### config.mk
export PLATFORM = sky130hd
export DESIGN_NAME = hdx_tx
export DESIGN_NICKNAME = d
export VERILOG_FILES = /design/src/rtl/hdx_pkg.sv /design/src/rtl/hdx_guard_timer.sv /design/src/rtl/hdx_frame_shift.sv /design/src/rtl/hdx_tx.sv
export SDC_FILE = /design/constraint.sdc
export NUM_CORES = 1
export LEC_CHECK = 0
export BUFFER_PORTS_ARGS = -buffer_cell sky130_fd_sc_hd__buf_2
export CORE_UTILIZATION = 35
export DETAILED_ROUTE_END_ITERATION = 10
export MAX_ROUTING_LAYER = met4
export PLACE_DENSITY = 0.53
export SLEW_MARGIN = 0
export SYNTH_ARGS = -nofsm -noshare
export SYNTH_HDL_FRONTEND = slang
export SYNTH_SLANG_ARGS = --single-unit
### constraint.sdc
create_clock -name clk -period 5.7 [get_ports clk]
set_input_delay 1.14 -clock clk [delete_from_list [all_inputs] [get_ports clk]]
set_output_delay 1.14 -clock clk [all_outputs]
set_load 0.01 [all_outputs]
### src/rtl/hdx_pkg.sv
package hdx_pkg;

  localparam int GUARD_LOG = 7;
  localparam int MAND_IDLE = 2;
  localparam int SEL_W     = 3;
  localparam int GCNT_W    = $clog2(MAND_IDLE + (1 << GUARD_LOG));

  typedef enum logic [2:0] {
    ST_RX    = 3'd0,
    ST_GUARD = 3'd1,
    ST_IDLE  = 3'd2,
    ST_FRAME = 3'd3,
    ST_LOCK  = 3'd4
  } tx_state_e;

  // Extra idle bits selected by the code: 0 and 1 give the maximum,
  // each higher code halves it.
  function automatic int unsigned guard_extra(input logic [SEL_W-1:0] sel);
    int unsigned ext;
    if (sel < SEL_W'(2)) ext = 32'd1 << GUARD_LOG;
    else                 ext = 32'd1 << (GUARD_LOG + 1 - int'(sel));
    return ext;
  endfunction

  // Value loaded into the guard down-counter: total idle bits minus one.
  function automatic logic [GCNT_W-1:0] guard_load(input logic [SEL_W-1:0] sel);
    int unsigned total;
    total = MAND_IDLE + guard_extra(sel) - 1;
    return total[GCNT_W-1:0];
  endfunction

endpackage

### src/rtl/hdx_guard_timer.sv
module hdx_guard_timer #(
  parameter int CNT_W = 8
) (
  input  logic             clk,
  input  logic             rst_n,
  input  logic             load,
  input  logic [CNT_W-1:0] load_val,
  input  logic             run,
  output logic             done
);

  logic [CNT_W-1:0] cnt_q;

  always_ff @(posedge clk or negedge rst_n) begin
    if (!rst_n)                          cnt_q <= '0;
    else if (load)                       cnt_q <= load_val;
    else if (run && (cnt_q != '0))       cnt_q <= cnt_q - CNT_W'(1);
  end

  assign done = (cnt_q == '0);

  // A fresh turnaround always leaves at least two idle bits to go.
  assert_guard_min_R2: assert property (@(posedge clk) disable iff (!rst_n)
    (load && (load_val != '0)) |=> !done);

  assert_guard_hold_R2: assert property (@(posedge clk) disable iff (!rst_n)
    (!load && !run) |=> $stable(cnt_q));

endmodule

### src/rtl/hdx_frame_shift.sv
module hdx_frame_shift #(
  parameter int DATA_W = 8
) (
  input  logic              clk,
  input  logic              rst_n,
  input  logic              load,
  input  logic [DATA_W-1:0] load_data,
  input  logic              advance,
  output logic              bit_out,
  output logic              last_bit
);

  localparam int FRAME_W = DATA_W + 4;
  localparam int IDX_W   = $clog2(FRAME_W);

  logic [FRAME_W-1:0] sr_q;
  logic [IDX_W-1:0]   idx_q;

  function automatic logic [FRAME_W-1:0] build_frame(input logic [DATA_W-1:0] d);
    return {2'b11, ^d, d, 1'b0};
  endfunction

  always_ff @(posedge clk or negedge rst_n) begin
    if (!rst_n) begin
      sr_q  <= '1;
      idx_q <= '0;
    end else if (load) begin
      sr_q  <= build_frame(load_data);
      idx_q <= '0;
    end else if (advance) begin
      sr_q  <= {1'b1, sr_q[FRAME_W-1:1]};
      if (!last_bit) idx_q <= idx_q + IDX_W'(1);
    end
  end

  assign bit_out  = sr_q[0];
  assign last_bit = (idx_q == IDX_W'(FRAME_W - 1));

  assert_start_low_R4: assert property (@(posedge clk) disable iff (!rst_n)
    load |=> !bit_out);

  assert_stop_high_R4: assert property (@(posedge clk) disable iff (!rst_n)
    (advance && (idx_q >= IDX_W'(FRAME_W - 2))) |-> bit_out);

endmodule

### src/rtl/hdx_tx.sv
module hdx_tx
  import hdx_pkg::*;
#(
  parameter int DATA_W = 8
) (
  input  logic              clk,
  input  logic              rst_n,
  input  logic              tx_mode,
  input  logic [SEL_W-1:0]  guard_sel,
  input  logic [DATA_W-1:0] byte_data,
  input  logic              byte_valid,
  output logic              byte_ready,
  input  logic              line_in,
  output logic              drv_en,
  output logic              drv_data,
  output logic              collision
);

  tx_state_e         st_q, st_d;
  logic              turn_evt, coll_evt, accept;
  logic              g_done, g_run;
  logic [GCNT_W-1:0] g_val;
  logic              f_bit, f_last, f_adv;
  logic              coll_q;

  // Named internal events
  assign turn_evt = (st_q == ST_RX) && tx_mode;
  assign g_val    = guard_load(guard_sel);
  assign g_run    = (st_q == ST_GUARD);
  assign f_adv    = (st_q == ST_FRAME);

  assign drv_en   = (st_q == ST_GUARD) || (st_q == ST_IDLE) || (st_q == ST_FRAME);
  assign drv_data = (st_q == ST_FRAME) ? f_bit : 1'b1;
  assign coll_evt = drv_en && drv_data && !line_in;

  assign byte_ready = tx_mode && !coll_evt &&
                      (((st_q == ST_GUARD) && g_done) ||
                       (st_q == ST_IDLE) ||
                       ((st_q == ST_FRAME) && f_last));
  assign accept     = byte_valid && byte_ready;
  assign collision  = coll_q;

  hdx_guard_timer #(.CNT_W(GCNT_W)) u_guard (
    .clk      (clk),
    .rst_n    (rst_n),
    .load     (turn_evt),
    .load_val (g_val),
    .run      (g_run),
    .done     (g_done)
  );

  hdx_frame_shift #(.DATA_W(DATA_W)) u_frame (
    .clk       (clk),
    .rst_n     (rst_n),
    .load      (accept),
    .load_data (byte_data),
    .advance   (f_adv),
    .bit_out   (f_bit),
    .last_bit  (f_last)
  );

  always_comb begin
    st_d = st_q;
    unique case (st_q)
      ST_RX:    if (tx_mode) st_d = ST_GUARD;
      ST_GUARD: begin
        if (coll_evt)      st_d = ST_LOCK;
        else if (!tx_mode) st_d = ST_RX;
        else if (g_done)   st_d = accept ? ST_FRAME : ST_IDLE;
      end
      ST_IDLE: begin
        if (coll_evt)      st_d = ST_LOCK;
        else if (!tx_mode) st_d = ST_RX;
        else if (accept)   st_d = ST_FRAME;
      end
      ST_FRAME: begin
        if (coll_evt)      st_d = ST_LOCK;
        else if (f_last) begin
          if (accept)       st_d = ST_FRAME;
          else if (tx_mode) st_d = ST_IDLE;
          else              st_d = ST_RX;
        end
      end
      ST_LOCK:  if (!tx_mode) st_d = ST_RX;
      default:  st_d = ST_RX;
    endcase
  end

  always_ff @(posedge clk or negedge rst_n) begin
    if (!rst_n) begin
      st_q   <= ST_RX;
      coll_q <= 1'b0;
    end else begin
      st_q <= st_d;
      if (coll_evt)      coll_q <= 1'b1;
      else if (turn_evt) coll_q <= 1'b0;
    end
  end

  // Assertions
  assert_rx_quiet_R1: assert property (@(posedge clk) disable iff (!rst_n)
    (!tx_mode && !drv_en) |=> (!drv_en && !byte_ready));

  assert_no_early_start_R2: assert property (@(posedge clk) disable iff (!rst_n)
    ((st_q == ST_GUARD) && !g_done) |-> !byte_ready);

  assert_ready_needs_mode_R5: assert property (@(posedge clk) disable iff (!rst_n)
    byte_ready |-> tx_mode);

  assert_frame_then_release_R6: assert property (@(posedge clk) disable iff (!rst_n)
    ((st_q == ST_FRAME) && f_last && !tx_mode && !coll_evt) |=> !drv_en);

  assert_coll_release_R7: assert property (@(posedge clk) disable iff (!rst_n)
    coll_evt |=> (!drv_en && collision));

  assert_coll_sticky_R9: assert property (@(posedge clk) disable iff (!rst_n)
    (collision && !turn_evt) |=> collision);

  assert_turn_clears_R9: assert property (@(posedge clk) disable iff (!rst_n)
    turn_evt |=> (!collision && drv_en && drv_data));

endmodule

==> impl_metrics.tcl, run 1 <==
set metrics [dict create \
    antenna_found_initial 0 \
    power.total_mw 0.841 \
    synthTopCellsByCount "nand2_1, dfrtp_1, dfstp_2" \
    ir_drop_uv 153 \
    io-pin-count 20 \
    critPathMaxFanout 9 \
    yosys_warnings 0 \
    worstPathRequired_ns 4.56 \
    synth-edff-count 0 \
    max_slew.worst_pin.slew_ns 0.903 \
    routed_wl_um 3110 \
    firstDrtPassIters 4 \
    die_x_um 69.2 \
    layout-drive-gt1-share_pct 22.8 \
    worstSetupPathType "flip-flop to output port" \
    whs_ns 0.476 \
    synth_area_leaders "dfrtp_1, dfstp_2, nand2_1" \
    antenna_left 0 \
    grt_max_degree 27 \
    grt_pass1_wl_um 5520 \
    final_net_count 200 \
    synth_nets 183 \
    worst_path_max_delay_cell "or3b_1" \
    ys_seq_area_share_pct 42.0 \
    drv_slew 0 \
    htreeDepth 1 \
    hold_path_startpoint "u_frame.sr_q[1]$_DFFE_PN1P_" \
    period_minus_slack_ns 3.30 \
    cts_repair_resize_count 0 \
    crit_chain "inv_1 > ha_1 > or3b_1 > nand3b_4 > a211oi_1 > buf_2" \
    clk_path_buf_depth 2 \
    max_stage_delay_ns 0.49 \
    clk_root_buffer_cell "clkbuf_8" \
    wl_per_cell_um 13.4 \
    syn_area_per_cell_sq_um 9.64 \
    setup_viol 0 \
    reg2reg_from "u_guard.cnt_q[1]$_DFFE_PN0P_" \
    p_leak_nw 0.790 \
    end_kind "output port" \
    skew_ns 0.00251 \
    post-route-period-util_pct 58.0 \
    fin_setup_tns_ns 0 \
    max_slew_margin_pct 39.3 \
    yosys.area.top_type "dfrtp_1" \
    cap_violations 0 \
    fin_ws_ns 2.40 \
    grt_pass1_vias 1195 \
    hold-path-cell-count 2 \
    initialDrtViolationCount 76 \
    routabilityCongestion 0.866 \
    synth_top_area_share_pct 25.3 \
    die-area_sq_mm 0.00479 \
    port_buffers 19 \
    startpoint_type "flip-flop" \
    cp.arrival_ns 2.16 \
    grt.overflow.total 0 \
    fmaxAchievable_ghz 0.303 \
    synth_most_common_cell "nand2_1" \
    fp.dieH_um 69.2 \
    core_area_sq_mm 0.00435 \
    r2r_cells 6 \
    rrSetupSlack_ns 3.07 \
    status "completed" \
    ys_async_sr_fraction_pct 100 \
    viasPerCell 5.24 \
    dp_hpwl_um 2270 \
    vias 1215 \
    cts_buffers 3 \
    drc 0 \
    start_util_pct 36.3 \
    hold_buffers 0 \
    clock_latency_ns 0.27 \
    post-cts-setup-buffers 0 \
    num_rows 24 \
    grt_use_total_pct 14.8 \
    area_growth_pct 12.3 \
    antenna_cells 0 \
    holdCritPathClass "flip-flop to flip-flop" \
    postSynthCellCount 164 \
    hold_viol_final 0 \
    power-per-cell-area_mw_per_mm2 474 \
    clkTransAtPathRegs_ns 0.10 \
    ys.flop_type "dfrtp_1" \
    clkSinkCount 26 \
    r2r-end "u_frame.sr_q[8]$_DFFE_PN1P_" \
    min_to "u_frame.sr_q[0]$_DFFE_PN1P_" \
    syn_area_sq_mm 0.00158 \
    cts_tree "done" \
    ys_seq_elements 26 \
    dp_slack_ns 2.53 \
    synth.distinct_cells 43 \
    rsz0062_at_grt "no" \
]
[worst max-delay path: cells and delay by family, from the launching register on]
| family | cells | cell delay, ns |
|---|---|---|
| compound gates | 1 | 0.28 |
| fa+ha+maj | 1 | 0.21 |
| buf+inv | 2 | 0.29 |
| flops | 1 | 0.41 |
| simple gates | 2 | 0.71 |
[placed cells by master (no fill, tap or decap), drive strengths merged, types with 6 or more instances in the layout]
| cell | count |
|---|---|
| dfstp | 10 |
| xor2 | 7 |
| inv | 8 |
| mux2 | 9 |
| buf | 19 |
| xnor2 | 9 |
| dfrtp | 16 |
| a21oi | 6 |
| nand2 | 33 |
| nor2 | 6 |
[cells by family (layout without fill, tap and decap cells)]
logic type / after synthesis / count (layout) / share of synthesized area, %
buffers and inverters: 15 / 31 / 4.28
adders and majority gates: 3 / 3 / 2.38
other: 1 / 1 / 0.237
and+or+nand+nor: 66 / 66 / 22.1
muxes: 12 / 12 / 8.31
AOI/OAI and AO/OA: 25 / 25 / 11.9
DFF: 26 / 26 / 42.0
xor gates and xnor gates: 16 / 16 / 8.87
[metal layers]
layer	track usage [%]	vias up	share of wire [%]	wire length, um
met3	2.03	4	3.3	104
met1	19.5	585	50	1540
met5	-	-	0	0
met4	5.67	0	1.3	40
met2	23.1	24	46	1420
li1	-	602	-	-
[flip-flops by register name, indices dropped and copies added (netlist names)]
signal,flops
collision,1
st_q,3
u_frame.idx_q,4
u_frame.sr_q,10
u_guard.cnt_q,8
[report_power, final]
group / total, mW / internal, mW / switching (mW)
clock: 0.156 / 0.0940 / 0.0621
sequential: 0.366 / 0.288 / 0.0777
combinational: 0.320 / 0.148 / 0.172
[metrics by stage]
| stage | instance area (sq um) | utilization, % | std cells |
|---|---|---|---|
| after global routing | 1770 | 40.7 | 232 |
| after CTS | 1770 | 40.7 | 232 |
| after floorplan | 1580 | - | 164 |
| after detailed placement | 1700 | 39.1 | 228 |
| after global placement | 1700 | 39.1 | 228 |
| final | 1770 | 40.7 | 232 |
[worst max path at each step]
stage / startpoint / end / slack [ns]
after floorplan: u_guard.cnt_q[0]$_DFFE_PN0P_ / byte_ready / 2.85
after global placement: line_in / byte_ready / 2.61
after detailed placement: line_in / byte_ready / 2.53
after CTS: u_guard.cnt_q[1]$_DFFE_PN0P_ / byte_ready / 2.38
after global routing: u_guard.cnt_q[1]$_DFFE_PN0P_ / byte_ready / 2.26
final: u_guard.cnt_q[1]$_DFFE_PN0P_ / byte_ready / 2.40
[cell type report]
type | count | area (sq um)
fillers | 429 | 2580
multi-input cells | 123 | 850
flip-flops and latches | 26 | 663
repair buffers | 19 | 95.1
well taps | 52 | 65.1
clock buffers | 3 | 41.3
clock inverters | 1 | 30.0
inverters | 8 | 30.0
(Power assumes the default switching activity.)
==> run 2, diff against run 1 <==
--- a/config.mk
+++ b/config.mk
@@ -9,7 +9,7 @@
 export CORE_UTILIZATION = 35
 export DETAILED_ROUTE_END_ITERATION = 10
 export MAX_ROUTING_LAYER = met4
-export PLACE_DENSITY = 0.53
+export PLACE_DENSITY = 0.55
 export SLEW_MARGIN = 0
 export SYNTH_ARGS = -nofsm -noshare
 export SYNTH_HDL_FRONTEND = slang
==> constraint.sdc (replaced) <==
create_clock -name clk -period 2.95 [get_ports clk]
set_input_delay 0.59 -clock clk [delete_from_list [all_inputs] [get_ports clk]]
set_output_delay 0.59 -clock clk [all_outputs]
set_load 0.01 [all_outputs]
==> impl_metrics.tcl, run 2 (synthesis gave the netlist of run 1 again) <==
set metrics [dict create \
    grt_pass1_vias 1192 \
    htreeDepth 1 \
    wl_per_cell_um 13.4 \
    rsz0062_at_grt "no" \
    die-area_sq_mm 0.00479 \
    rrSetupSlack_ns 0.44 \
    io-pin-count 20 \
    cts_repair_resize_count 0 \
    antenna_found_initial 0 \
    clock_latency_ns 0.26 \
    worstSetupPathType "flip-flop to output port" \
    largest_reg_flops 10 \
    reg_top3 "u_frame.sr_q (10), u_guard.cnt_q (8), u_frame.idx_q (4)" \
    clock_power_share_pct 14.6 \
    max_slew.worst_pin.slew_ns 0.937 \
    die_x_um 69.2 \
    drc 0 \
    startpoint_type "flip-flop" \
    switchingPower_mw 0.606 \
    cts_tree "done" \
    setup_viol 0 \
    fin_setup_tns_ns 0 \
    viasPerCell 5.15 \
    p_int_mw 0.961 \
    initialDrtViolationCount 80 \
    skew_ns 0.00193 \
    status "completed" \
    fillers 420 \
    max_slew_margin_pct 36.9 \
    crit_end "byte_ready" \
    swShare_pct 38.7 \
    layout_common_cells "nand2_1, buf_2, dfrtp_1" \
    grt.overflow.total 0 \
    core_area_sq_mm 0.00435 \
    clkSinkCount 26 \
    start_util_pct 36.3 \
    layout-drive-gt1-share_pct 23.2 \
    antenna_left 0 \
    post-route-period-util_pct 93.5 \
    routabilityCongestion 0.831 \
    worstPathRequired_ns 2.36 \
    largest_register "u_frame.sr_q" \
    cap_violations 0 \
    r2r-end "u_frame.sr_q[7]$_DFFE_PN1P_" \
    num_rows 24 \
    hold_buffers 0 \
    r2r_cells 6 \
    grt_use_total_pct 14.6 \
    dp_hpwl_um 2280 \
    ir_drop_uv 399 \
    cp.arrival_ns 2.17 \
    routed_wl_um 3110 \
    period_minus_slack_ns 2.76 \
    startpoint "u_guard.cnt_q[0]$_DFFE_PN0P_" \
    p_leak_nw 0.788 \
    final_net_count 201 \
    grt_max_degree 27 \
    area_growth_pct 11.7 \
    vias 1200 \
    firstDrtPassIters 4 \
    end_kind "output port" \
    comb_power_share_pct 39.7 \
    fmaxAchievable_ghz 0.362 \
    clk_path_buf_depth 2 \
    grt_pass1_wl_um 5560 \
    power-per-cell-area_mw_per_mm2 887 \
    port_buffers 19 \
    hold_viol_final 0 \
    critPathMaxFanout 9 \
    clk_root_buffer_cell "clkbuf_8" \
    clkTransAtPathRegs_ns 0.09 \
    antenna_cells 0 \
    whs_ns 0.320 \
    reg2reg_from "u_guard.cnt_q[0]$_DFFE_PN0P_" \
    cts_buffers 3 \
    drv_slew 0 \
    fp.dieH_um 69.2 \
    final_common_cell "nand2_1" \
    holdCritPathClass "input port to asynchronous set/reset pin" \
    post-cts-setup-buffers 0 \
    power.share.sequential_pct 45.6 \
]
## run 2: cell types whose count changed in the layout (fill, tap and decap cells not counted)
cell,before,now
buf_4,0,1
bufinv_16,1,0
clkbuf_8,3,4
## run 2: worst min path at each step
stage,from,depth (start not counted),endpoint
final,rst_n,1,u_guard.cnt_q[3]$_DFFE_PN0P_
after global routing,rst_n,1,st_q[0]$_DFFE_PN0P_
after CTS,rst_n,1,st_q[0]$_DFFE_PN0P_
after detailed placement,u_frame.sr_q[1]$_DFFE_PN1P_,2,u_frame.sr_q[0]$_DFFE_PN1P_
after global placement,u_frame.sr_q[1]$_DFFE_PN1P_,2,u_frame.sr_q[0]$_DFFE_PN1P_
after floorplan,rst_n,0,collision$_DFFE_PN0P_
## run 2: layout make-up
| class | count | area (sq um) | share of cell area [%] |
|---|---|---|---|
| Clock buffer | 4 | 55.1 | 3.12 |
| Tap cell | 52 | 65.1 | 3.69 |
| Multi-Input combinational cell | 123 | 850 | 48.1 |
| Inverter | 8 | 30.0 | 1.70 |
| Timing Repair Buffer | 20 | 103 | 5.81 |
| Sequential cell | 26 | 663 | 37.6 |
## run 2: power groups by stage
stage	Clock (mW)	Sequential (mW)	Combinational, mW
5_1_grt	0.252	0.739	0.709
3_3_place_gp	0	0.706	0.604
6_report	0.229	0.715	0.623
4_1_cts	0.240	0.713	0.625
2_1_floorplan	0	0.656	0.520
3_5_place_dp	0	0.721	0.619
## run 2: worst max-delay path, cell delays in order (launching register included)
cell      delay, ns
dfrtp_1        0.41
inv_1          0.12
ha_1           0.22
or3b_1         0.49
nand3b_4       0.22
a211oi_1       0.27
buf_2          0.18
## run 2: metal layers
metal | routed length (um) | track usage, % | vias up
li1 | - | - | 601
met1 | 1550 | 20.6 | 567
met2 | 1440 | 21.9 | 30
met3 | 99 | 1.89 | 2
met4 | 26 | 4.08 | 0
met5 | 0 | - | -
## run 2: stage by stage
stage	power, mW	util [%]	std cells	worst slack [ns]	cell area [sq um]
after floorplan	1.18	-	164	0.649	1580
after global placement	1.31	39.3	229	0.532	1710
after detailed placement	1.34	39.3	229	0.440	1710
after CTS	1.58	40.5	233	0.185	1770
after global routing	1.70	40.5	233	0.0610	1770
final	1.57	40.5	233	0.191	1770
==> run 3, diff against run 2 <==
==> constraint.sdc (replaced) <==
create_clock -name clk -period 2.95 [get_ports clk]
set_input_delay 0.59 -clock clk [delete_from_list [all_inputs] [get_ports clk]]
set_output_delay 0.59 -clock clk [all_outputs]
set_load 0.005 [all_outputs]
==> impl_metrics.tcl, run 3 (synthesis gave the netlist of run 1 again) <==
set metrics [dict create \
    max_slew_margin_pct 36.0 \
    cts_repair_resize_count 0 \
    start_util_pct 36.3 \
    clkSinkCount 26 \
    routed_wl_um 3280 \
    setup_viol 0 \
    post-cts-setup-buffers 0 \
    grt_max_degree 27 \
    clk_root_buffer_cell "clkbuf_8" \
    worst_path_max_delay_cell "or3b_1" \
    grt.overflow.total 0 \
    crit_family "simple AND/OR/NAND/NOR gates" \
    cts_tree "done" \
    io-pin-count 20 \
    worstPathRequired_ns 2.36 \
    fin_setup_tns_ns 0 \
    layout_common_cells "nand2_1, buf_2, dfrtp_1" \
    post-route-period-util_pct 95.2 \
    drv_slew 0 \
    skew_ns 0.000990 \
    final_common_cell "nand2_1" \
    reg_top3 "u_frame.sr_q (10), u_guard.cnt_q (8), u_frame.idx_q (4)" \
    largest_reg_flops 10 \
    clk_path_buf_depth 2 \
    largest_register "u_frame.sr_q" \
    die-area_sq_mm 0.00479 \
    dp_hpwl_um 2380 \
    area_growth_pct 11.7 \
    worstSetupPathType "flip-flop to output port" \
    layout-drive-gt1-share_pct 23.2 \
    vias 1220 \
    max_slew.worst_pin.slew_ns 0.952 \
    hold_viol_final 0 \
    final_net_count 201 \
    fin_area_sq_mm 0.00177 \
    placed_cells 229 \
    wl_per_cell_um 14.1 \
    status "completed" \
    cp.arrival_ns 2.22 \
    hold_buffers 0 \
    grt_use_total_pct 15.4 \
    initialDrtViolationCount 73 \
    layout.cells.non_filler 233 \
    num_rows 24 \
    crit_chain "inv_1 > ha_1 > or3b_1 > nand3b_4 > a211oi_1 > buf_2" \
    placed_cell_area_sq_mm 0.00171 \
    routabilityCongestion 0.833 \
    path_buf_inv 2 \
    max_stage_delay_ns 0.50 \
    grt_pass1_vias 1245 \
    htreeDepth 1 \
    seq_area_sq_um 663 \
    fillers 427 \
    fmaxAchievable_ghz 0.356 \
    cap_violations 0 \
    end_kind "output port" \
    antenna_left 0 \
    die_x_um 69.2 \
    antenna_found_initial 0 \
    firstDrtPassIters 4 \
    clkTransAtPathRegs_ns 0.09 \
    antenna_cells 0 \
    cts_buffers 3 \
    critPathMaxFanout 9 \
    fp.dieH_um 69.2 \
    ir_drop_uv 219 \
    core_area_sq_mm 0.00435 \
    multi_input_area_sq_um 850 \
    grt_pass1_wl_um 5760 \
    clock_latency_ns 0.27 \
    period_minus_slack_ns 2.81 \
    startpoint_type "flip-flop" \
    power.total_mw 1.57 \
    p_leak_nw 0.788 \
    viasPerCell 5.24 \
    holdCritPathClass "input port to asynchronous set/reset pin" \
    rsz0062_at_grt "no" \
    port_buffers 19 \
    whs_ns 0.310 \
    power-per-cell-area_mw_per_mm2 889 \
    drc 0 \
]
==> run 3: cell counts in the layout (fill, tap and decap cells not counted) <==
No cell type changed its count.
==> run 3: where the power goes <==
group	total, mW	switching (mW)	internal, mW
clock	0.235	0.116	0.119
combinational	0.620	0.334	0.286
sequential	0.715	0.158	0.557
total	1.57	0.608	0.962
==> run 3: final cells by class <==
class	instances	area share [%]
tap	52	3.69
clock buffer	4	3.12
multi-input combinational	123	48.1
timing repair buffer	20	5.81
inverter	8	1.70
sequential	26	37.6
==> run 3: per-stage QoR <==
| step | util (%) | worst slack [ns] |
|---|---|---|
| final | 40.5 | 0.142 |
| after global routing | 40.5 | 0.000159 |
| after CTS | 40.5 | 0.158 |
| after detailed placement | 39.3 | 0.452 |
| after global placement | 39.3 | 0.543 |
| after floorplan | - | 0.694 |
==> run 3: final timing paths <==
path                                               from  slack, ns  depth (start not counted)                           end
setup / recovery           u_guard.cnt_q[0]$_DFFE_PN0P_       0.14                          6                    byte_ready
hold / removal                                    rst_n       0.31                          1  u_guard.cnt_q[4]$_DFFE_PN0P_
setup reg to reg           u_guard.cnt_q[0]$_DFFE_PN0P_       0.41                          6   u_frame.sr_q[7]$_DFFE_PN1P_
hold reg to reg             u_frame.sr_q[1]$_DFFE_PN1P_       0.47                          2   u_frame.sr_q[0]$_DFFE_PN1P_
max in group asynchronous                         rst_n       2.25                          1  u_guard.cnt_q[0]$_DFFE_PN0P_
min in group clk            u_frame.sr_q[1]$_DFFE_PN1P_       0.47                          2   u_frame.sr_q[0]$_DFFE_PN1P_
==> run 3: layer usage <==
layer	vias up	global-route usage (%)	wire length (um)
met5	-	-	0
li1	602	-	-
met2	32	25.0	1570
met4	0	7.94	89
met3	6	2.18	134
met1	580	18.7	1480
